### config.mk
export PLATFORM = sky130hd
export DESIGN_NAME = psfb_sequencer
export DESIGN_NICKNAME = d
export VERILOG_FILES = /design/src/rtl/psfb_pkg.sv /design/src/rtl/psfb_seq_ctrl.sv /design/src/rtl/psfb_lag_datapath.sv /design/src/rtl/psfb_sequencer.sv
export SDC_FILE = /design/constraint.sdc
export NUM_CORES = 1
export LEC_CHECK = 0
export BUFFER_PORTS_ARGS = -buffer_cell sky130_fd_sc_hd__buf_2
export CAP_MARGIN = 30
export CORE_ASPECT_RATIO = 1.5
export CORE_MARGIN = 2
export CORE_UTILIZATION = 41
export CTS_BUF_LIST = sky130_fd_sc_hd__clkbuf_8
export CTS_CLUSTER_SIZE = 8
export DETAILED_ROUTE_END_ITERATION = 8
export PLACE_DENSITY_LB_ADDON = 0.05
export SLEW_MARGIN = 20
export SYNTH_ARGS = -nofsm -noshare
export SYNTH_HDL_FRONTEND = slang
export SYNTH_SLANG_ARGS = --single-unit
### constraint.sdc
create_clock -name clk -period 2.3 [get_ports clk]
set_clock_uncertainty 0.1 [all_clocks]
set_input_delay 0 -clock clk [delete_from_list [all_inputs] [get_ports clk]]
set_output_delay 0 -clock clk [all_outputs]
set_load 0.05 [all_outputs]
### src/rtl/psfb_pkg.sv
package psfb_pkg;

  // Strobes from the cycle controller to the lag-leg datapath.
  typedef struct packed {
    logic runNow;     // sequencer running this cycle
    logic leadIsA;    // lead side this cycle is gate A
    logic leadOpen;   // lead dead time has elapsed this cycle
    logic runNext;    // running after the coming edge
    logic startNext;  // coming edge enters position 0
    logic leadIsANext;
    logic phaseHitNext; // coming edge lands on the phase point
  } seqStrobe_t;

endpackage

### src/rtl/psfb_seq_ctrl.sv
module psfb_seq_ctrl
  import psfb_pkg::*;
#(
  parameter int HALF_CYC = 20,
  parameter int CMD_W    = 8,
  parameter int DT_W     = 6,
  parameter int CW       = $clog2(HALF_CYC)
) (
  input  logic            clk,
  input  logic            rst_n,
  input  logic            enable,
  input  logic [CMD_W-1:0] phaseCmd,
  input  logic [DT_W-1:0] deadLead,
  input  logic [DT_W-1:0] deadLag,
  output seqStrobe_t      strb,
  output logic [CW-1:0]   deadLagLat,
  output logic            cycleStart
);

  localparam int PH_MAX = (HALF_CYC * 97) / 100;
  localparam int DT_MAX = HALF_CYC / 2 - 1;
  localparam logic [CW-1:0] LAST_POS = CW'(HALF_CYC - 1);

  logic          running;
  logic [CW-1:0] pos;
  logic          leadIsA;
  logic [CW-1:0] phaseLat;
  logic [CW-1:0] deadLeadLat;

  logic [CW-1:0] posNext;
  logic          leadIsANext;
  logic          loadCmds;
  logic [CW-1:0] phaseClamped;
  logic [CW-1:0] leadClamped;
  logic [CW-1:0] lagClamped;
  logic [CW-1:0] phaseNext;
  logic [CW-1:0] deadLeadNext;
  logic [CW-1:0] deadLagNext;

  // Command clamping
  always_comb begin
    phaseClamped = (phaseCmd > CMD_W'(PH_MAX)) ? CW'(PH_MAX) : CW'(phaseCmd);
    leadClamped  = (deadLead > DT_W'(DT_MAX))  ? CW'(DT_MAX) : CW'(deadLead);
    lagClamped   = (deadLag  > DT_W'(DT_MAX))  ? CW'(DT_MAX) : CW'(deadLag);
  end

  // Next-state of the cycle counter and lead polarity
  always_comb begin
    if (!running || !enable) begin
      posNext     = '0;
      leadIsANext = 1'b1;
    end else if (pos == LAST_POS) begin
      posNext     = '0;
      leadIsANext = ~leadIsA;
    end else begin
      posNext     = pos + 1'b1;
      leadIsANext = leadIsA;
    end
    // Commands are captured only on the edge entering position 0
    loadCmds     = !running || !enable || (pos == LAST_POS);
    phaseNext    = loadCmds ? phaseClamped : phaseLat;
    deadLeadNext = loadCmds ? leadClamped  : deadLeadLat;
    deadLagNext  = loadCmds ? lagClamped   : deadLagLat;
  end

  always_ff @(posedge clk or negedge rst_n) begin
    if (!rst_n) begin
      running     <= 1'b0;
      pos         <= '0;
      leadIsA     <= 1'b1;
      phaseLat    <= '0;
      deadLeadLat <= '0;
      deadLagLat  <= '0;
    end else begin
      running     <= enable;
      pos         <= posNext;
      leadIsA     <= leadIsANext;
      phaseLat    <= phaseNext;
      deadLeadLat <= deadLeadNext;
      deadLagLat  <= deadLagNext;
    end
  end

  always_comb begin
    strb.runNow       = running;
    strb.leadIsA      = leadIsA;
    strb.leadOpen     = (pos >= deadLeadLat);
    strb.runNext      = enable;
    strb.startNext    = enable && (posNext == '0);
    strb.leadIsANext  = leadIsANext;
    strb.phaseHitNext = enable && (posNext == phaseNext);
    cycleStart        = enable && running && (pos == '0);
  end

endmodule

### src/rtl/psfb_lag_datapath.sv
module psfb_lag_datapath
  import psfb_pkg::*;
#(
  parameter int CW = 5
) (
  input  logic          clk,
  input  logic          rst_n,
  input  logic          enable,
  input  logic          termStrobe,
  input  seqStrobe_t    strb,
  input  logic [CW-1:0] deadLagLat,
  output logic          gateA,
  output logic          gateB,
  output logic          gateC,
  output logic          gateD
);

  logic          lagOnD;     // lag leg currently assigned to gate D
  logic [CW-1:0] lagTimer;   // clocks since the last lag swap, saturating
  logic          swapped;    // lag leg already swapped this cycle

  logic swappedBase;
  logic swapNow;
  logic live;

  always_comb begin
    swappedBase = strb.startNext ? 1'b0 : swapped;
    swapNow     = strb.runNext && !swappedBase &&
                  (strb.phaseHitNext || (termStrobe && strb.runNow));
  end

  always_ff @(posedge clk or negedge rst_n) begin
    if (!rst_n) begin
      lagOnD   <= 1'b0;
      lagTimer <= '0;
      swapped  <= 1'b0;
    end else if (!strb.runNext) begin
      lagOnD   <= 1'b0;
      lagTimer <= '0;
      swapped  <= 1'b0;
    end else if (swapNow) begin
      lagOnD   <= strb.leadIsANext;
      lagTimer <= '0;
      swapped  <= 1'b1;
    end else if (!strb.runNow) begin
      lagTimer <= '0;
      swapped  <= 1'b0;
    end else begin
      if (lagTimer != '1) lagTimer <= lagTimer + 1'b1;
      swapped <= swappedBase;
    end
  end

  always_comb begin
    live  = enable && strb.runNow;
    gateA = live &&  strb.leadIsA && strb.leadOpen;
    gateB = live && !strb.leadIsA && strb.leadOpen;
    gateC = live && !lagOnD && (lagTimer >= deadLagLat);
    gateD = live &&  lagOnD && (lagTimer >= deadLagLat);
  end

endmodule

### src/rtl/psfb_sequencer.sv
module psfb_sequencer
  import psfb_pkg::*;
#(
  parameter int HALF_CYC = 20,
  parameter int CMD_W    = 8,
  parameter int DT_W     = 6
) (
  input  logic             clk,
  input  logic             rst_n,
  input  logic             enable,
  input  logic [CMD_W-1:0] phaseCmd,
  input  logic [DT_W-1:0]  deadLead,
  input  logic [DT_W-1:0]  deadLag,
  input  logic             termStrobe,
  output logic             gateA,
  output logic             gateB,
  output logic             gateC,
  output logic             gateD,
  output logic             cycleStart
);

  localparam int CW = $clog2(HALF_CYC);

  seqStrobe_t    strb;
  logic [CW-1:0] deadLagLat;

  psfb_seq_ctrl #(
    .HALF_CYC(HALF_CYC), .CMD_W(CMD_W), .DT_W(DT_W), .CW(CW)
  ) u_ctrl (
    .clk(clk), .rst_n(rst_n), .enable(enable),
    .phaseCmd(phaseCmd), .deadLead(deadLead), .deadLag(deadLag),
    .strb(strb), .deadLagLat(deadLagLat), .cycleStart(cycleStart)
  );

  psfb_lag_datapath #(.CW(CW)) u_dp (
    .clk(clk), .rst_n(rst_n), .enable(enable), .termStrobe(termStrobe),
    .strb(strb), .deadLagLat(deadLagLat),
    .gateA(gateA), .gateB(gateB), .gateC(gateC), .gateD(gateD)
  );

endmodule

==> summary.txt <==
Min path
  – Hold Path Depth: 5
  – HP Class: input pin to flip-flop
  – Hold path start: phaseCmd[5]
  – Worst Hold End: u_ctrl.phaseLat[1]

CTS
  – Clock transition at path regs: around 60 ps
  – CTS Buf Count: 5
  – Clock buffer depth: 2
  – H-tree level count: 2
  – Clock latency on the worst-skew pair: about 280 ps
  – TritonCTS Sinks: 29
  – CTS Root Cell: clkbuf_8
  – CTS tree: yes

Placed design
  – GPL Wtd Cong: between 0.7 and 0.8
  – HPWL after detailed placement: 2.66 mm
  – Number of port buffers: 28
  – Placed cells: 248
  – Area of placed instances: 1960 sq um

Power and ir drop
  – P per Cell Area: 498 nW/um^2
  – Worst VDD drop: 0.370 mV
  – Final Power: 0.00115 W
  – Leak pwr: 1.05 nW

Layout
  – Fin cells: approximately 280
  – NumNets Final: 270
  – Diodes inserted: 0
  – Ratio of cells with drive above 1 in the final layout: 24.9%
  – Final instance area: 2310 sq um
  – Area delta synth->final: 31.8%

STA
  – Measured slew at the worst slew-check pin: 650 ps
  – Slew Limit Fails: 0
  – Highest clock rate: 458 MHz
  – Final Hold Viols: 0
  – Tcrit/Tclk final: a little over nine tenths
  – Slew Limit Headroom: between 50% and 60%
  – Final setup violation count: 0
  – Period minus WS final: about 2200 ps
  – RSZ-0062 raised after global routing: no

Critical path
  – CP Data Arrival Time: about 2100 ps
  – Max FO, Critical Path: 3
  – CP Class: flip-flop to output pin
  – Required @ worst endpoint: 2200 ps
  – Worst r2r dst: u_dp.lagOnD
  – CP Launch Type: flip-flop
  – CP Capture Type: output pin
  – Reg2Reg Depth: 7
  – Worst r2r src: u_ctrl.pos[1]
  – Reg-to-reg slack, setup: around 160 ps

Routing
  – Vias per Instance: 5.24
  – TritonRoute pass-1 iters: 4
  – Vias: about 1.5k
  – Final Routed Wirelength: 3.74 mm
  – Per-cell routed wire length: between 10 and 15 um
  – 1st-iter DRT viols: 41
  – Final ANT Viol Nets: 0
  – Remaining routing DRC violations: 0

Job
  – Max Cap Viol: 0

GRT
  – Aggregate global routing overflow: 0
  – Antenna violations before repair: 0
  – GRT Total Usage: 17.2%
  – Largest net degree at the start of global routing: 30
  – First-pass GRT wire length: ~6.5 mm
  – Vias in the first global route: 1501

Yosys
  – Post-synthesis async set-or-reset flop share: 100%
  – Netlist cell types: 45
  – Ys Warns: 0
  – Avg Cell Area, Syn: 9.97 sq um
  – Synth Net Count: 214
  – Register area share after synthesis: 41.4%
  – #FFs+latches synth: 29
  – Post-Synthesis Cell Area: 1760 sq um
  – Post-synth EDFFs: 0
  – Syn Inst Count: 176
  – Main synth FF type: dfrtp_1

Floorplanning
  – Core area: 4170 sq um
  – Die Span X: about 57 um
  – I/O pins: 29
  – Die ar.: just under 5000 sq um
  – Starting density of the core: 42.1%
  – Die height: between 80 and 90 um
  – FP Rows: 29

Outcome
  – Status: completed
## area by class of cell
class	count	area, sq um
sequential	29	727
clock inverter	1	5.00
multi-input combinational	128	972
fill	388	1860
clock buffer	7	96.3
timing repair buffer	54	402
tap	46	57.6
inverter	14	53.8
## synthesized netlist by cell type, types with 2 or more instances
| cell type | count | area [sq um] |
|---|---|---|
| inv_1 | 13 | 48.8 |
| o21ai_0 | 9 | 45.0 |
| o21ai_1 | 2 | 10.0 |
| a21o_1 | 6 | 45.0 |
| nand2b_1 | 3 | 18.8 |
| xor2_1 | 3 | 26.3 |
| dfrtp_1 | 28 | 701 |
| mux2i_1 | 4 | 40.0 |
| nor3_1 | 10 | 50.1 |
| a211oi_1 | 4 | 30.0 |
| nor4_1 | 2 | 12.5 |
| a22o_1 | 2 | 17.5 |
| and2_1 | 2 | 12.5 |
| nor2_1 | 17 | 63.8 |
| nor3b_1 | 3 | 22.5 |
| nand3_1 | 5 | 25.0 |
| ha_1 | 14 | 175 |
| nand2_1 | 8 | 30.0 |
| a21oi_1 | 6 | 30.0 |
| and3_1 | 2 | 12.5 |
| clkbuf_1 | 3 | 11.3 |
| a31oi_1 | 2 | 12.5 |
| xnor2_1 | 6 | 52.6 |
## stage by stage
stage / setup TNS, ps / worst slack [ps] / hold WS (ps) / utilization (%)
2_1_floorplan: -32.3 / -32.3 / -396 / -
3_3_place_gp: 0 / 207 / -40.3 / 47.0
3_5_place_dp: 0 / 122 / -27.6 / 47.0
4_1_cts: 0 / 48.4 / 55.8 / 55.1
5_1_grt: 0 / 4.31 / 92.8 / 55.4
6_report: 0 / 116 / 45.8 / 55.4
## repair_timing
item / 4_1_cts / 5_1_grt
hold buffers: 21 / 0
setup endpoints to repair: 4 / 10
hold endpoints to repair: 48 / 0
pin swaps: 0 / 3
resized for setup: 2 / 11
buffers inserted: 2 / 0
## routing by layer
layer / track usage (%) / wire length [um] / part of all wire [%]
met5: 0 / 0 / 0
met4: 8.88 / 113 / 3.0
met3: 4.31 / 161 / 4.3
met2: 28.8 / 1820 / 49
met1: 19.9 / 1650 / 44
## cell families after synthesis
family / count (synthesis) / synth area share, %
adder cells (fa/ha/maj): 14 / 9.98
AND/OR/NAND/NOR: 60 / 18.9
multiplexers: 4 / 2.28
buffers and inverters: 19 / 4.63
AO/OA/AOI/OAI: 39 / 15.5
flip-flops: 29 / 41.4
XOR/XNOR: 11 / 7.34
## power breakdown
part,total (W),switching [W],internal (W)
sequential,0.000533,0.00000899,0.000524
clock,0.000457,0.000187,0.000270
combinational,0.000163,0.0000815,0.0000820
## sequential cells by signal, summed over array words and instances, names as in the netlist
name                cells
u_dp.swapped            1
u_ctrl.leadIsA          1
u_ctrl.running          1
u_ctrl.deadLagLat       5
u_dp.lagTimer           5
u_ctrl.deadLeadLat      5
u_ctrl.phaseLat         5
u_ctrl.pos              5
u_dp.lagOnD             1
## worst max-delay path, stage by stage, from the launching register on
cell and delay [ps]:
dfrtp_1 370, inv_1 110, ha_1 240, nand2b_1 130
a21o_1 170, a21o_1 170, a21o_1 180, a21oi_2 170
nor3b_2 80, buf_6 170
## how the worst max path moves through the flow
stage                               from     endpoint  cells past startpoint
final                      u_ctrl.pos[0]        gateA                      9
after global routing       u_ctrl.pos[1]  u_dp.lagOnD                      7
after CTS                  u_ctrl.pos[0]        gateA                      9
after floorplan           u_ctrl.running   cycleStart                      3
after global placement     u_ctrl.pos[1]  u_dp.lagOnD                      7
after detailed placement   u_ctrl.pos[1]  u_dp.lagOnD                      7
## layout by cell type, fill, tap and decap left out, types with 4 or more instances in the layout
cell type / count
ha_1: 13
nor3_1: 9
a21o_1: 6
clkbuf_8: 7
inv_1: 12
a21oi_1: 4
mux2i_1: 4
o21ai_0: 9
buf_4: 8
xnor2_1: 6
nand2_1: 8
buf_2: 24
dlygate4sd3_1: 21
a211oi_1: 4
nand3_1: 5
dfrtp_1: 28
nor2_1: 17
Power figures use the tool's default switching activity.
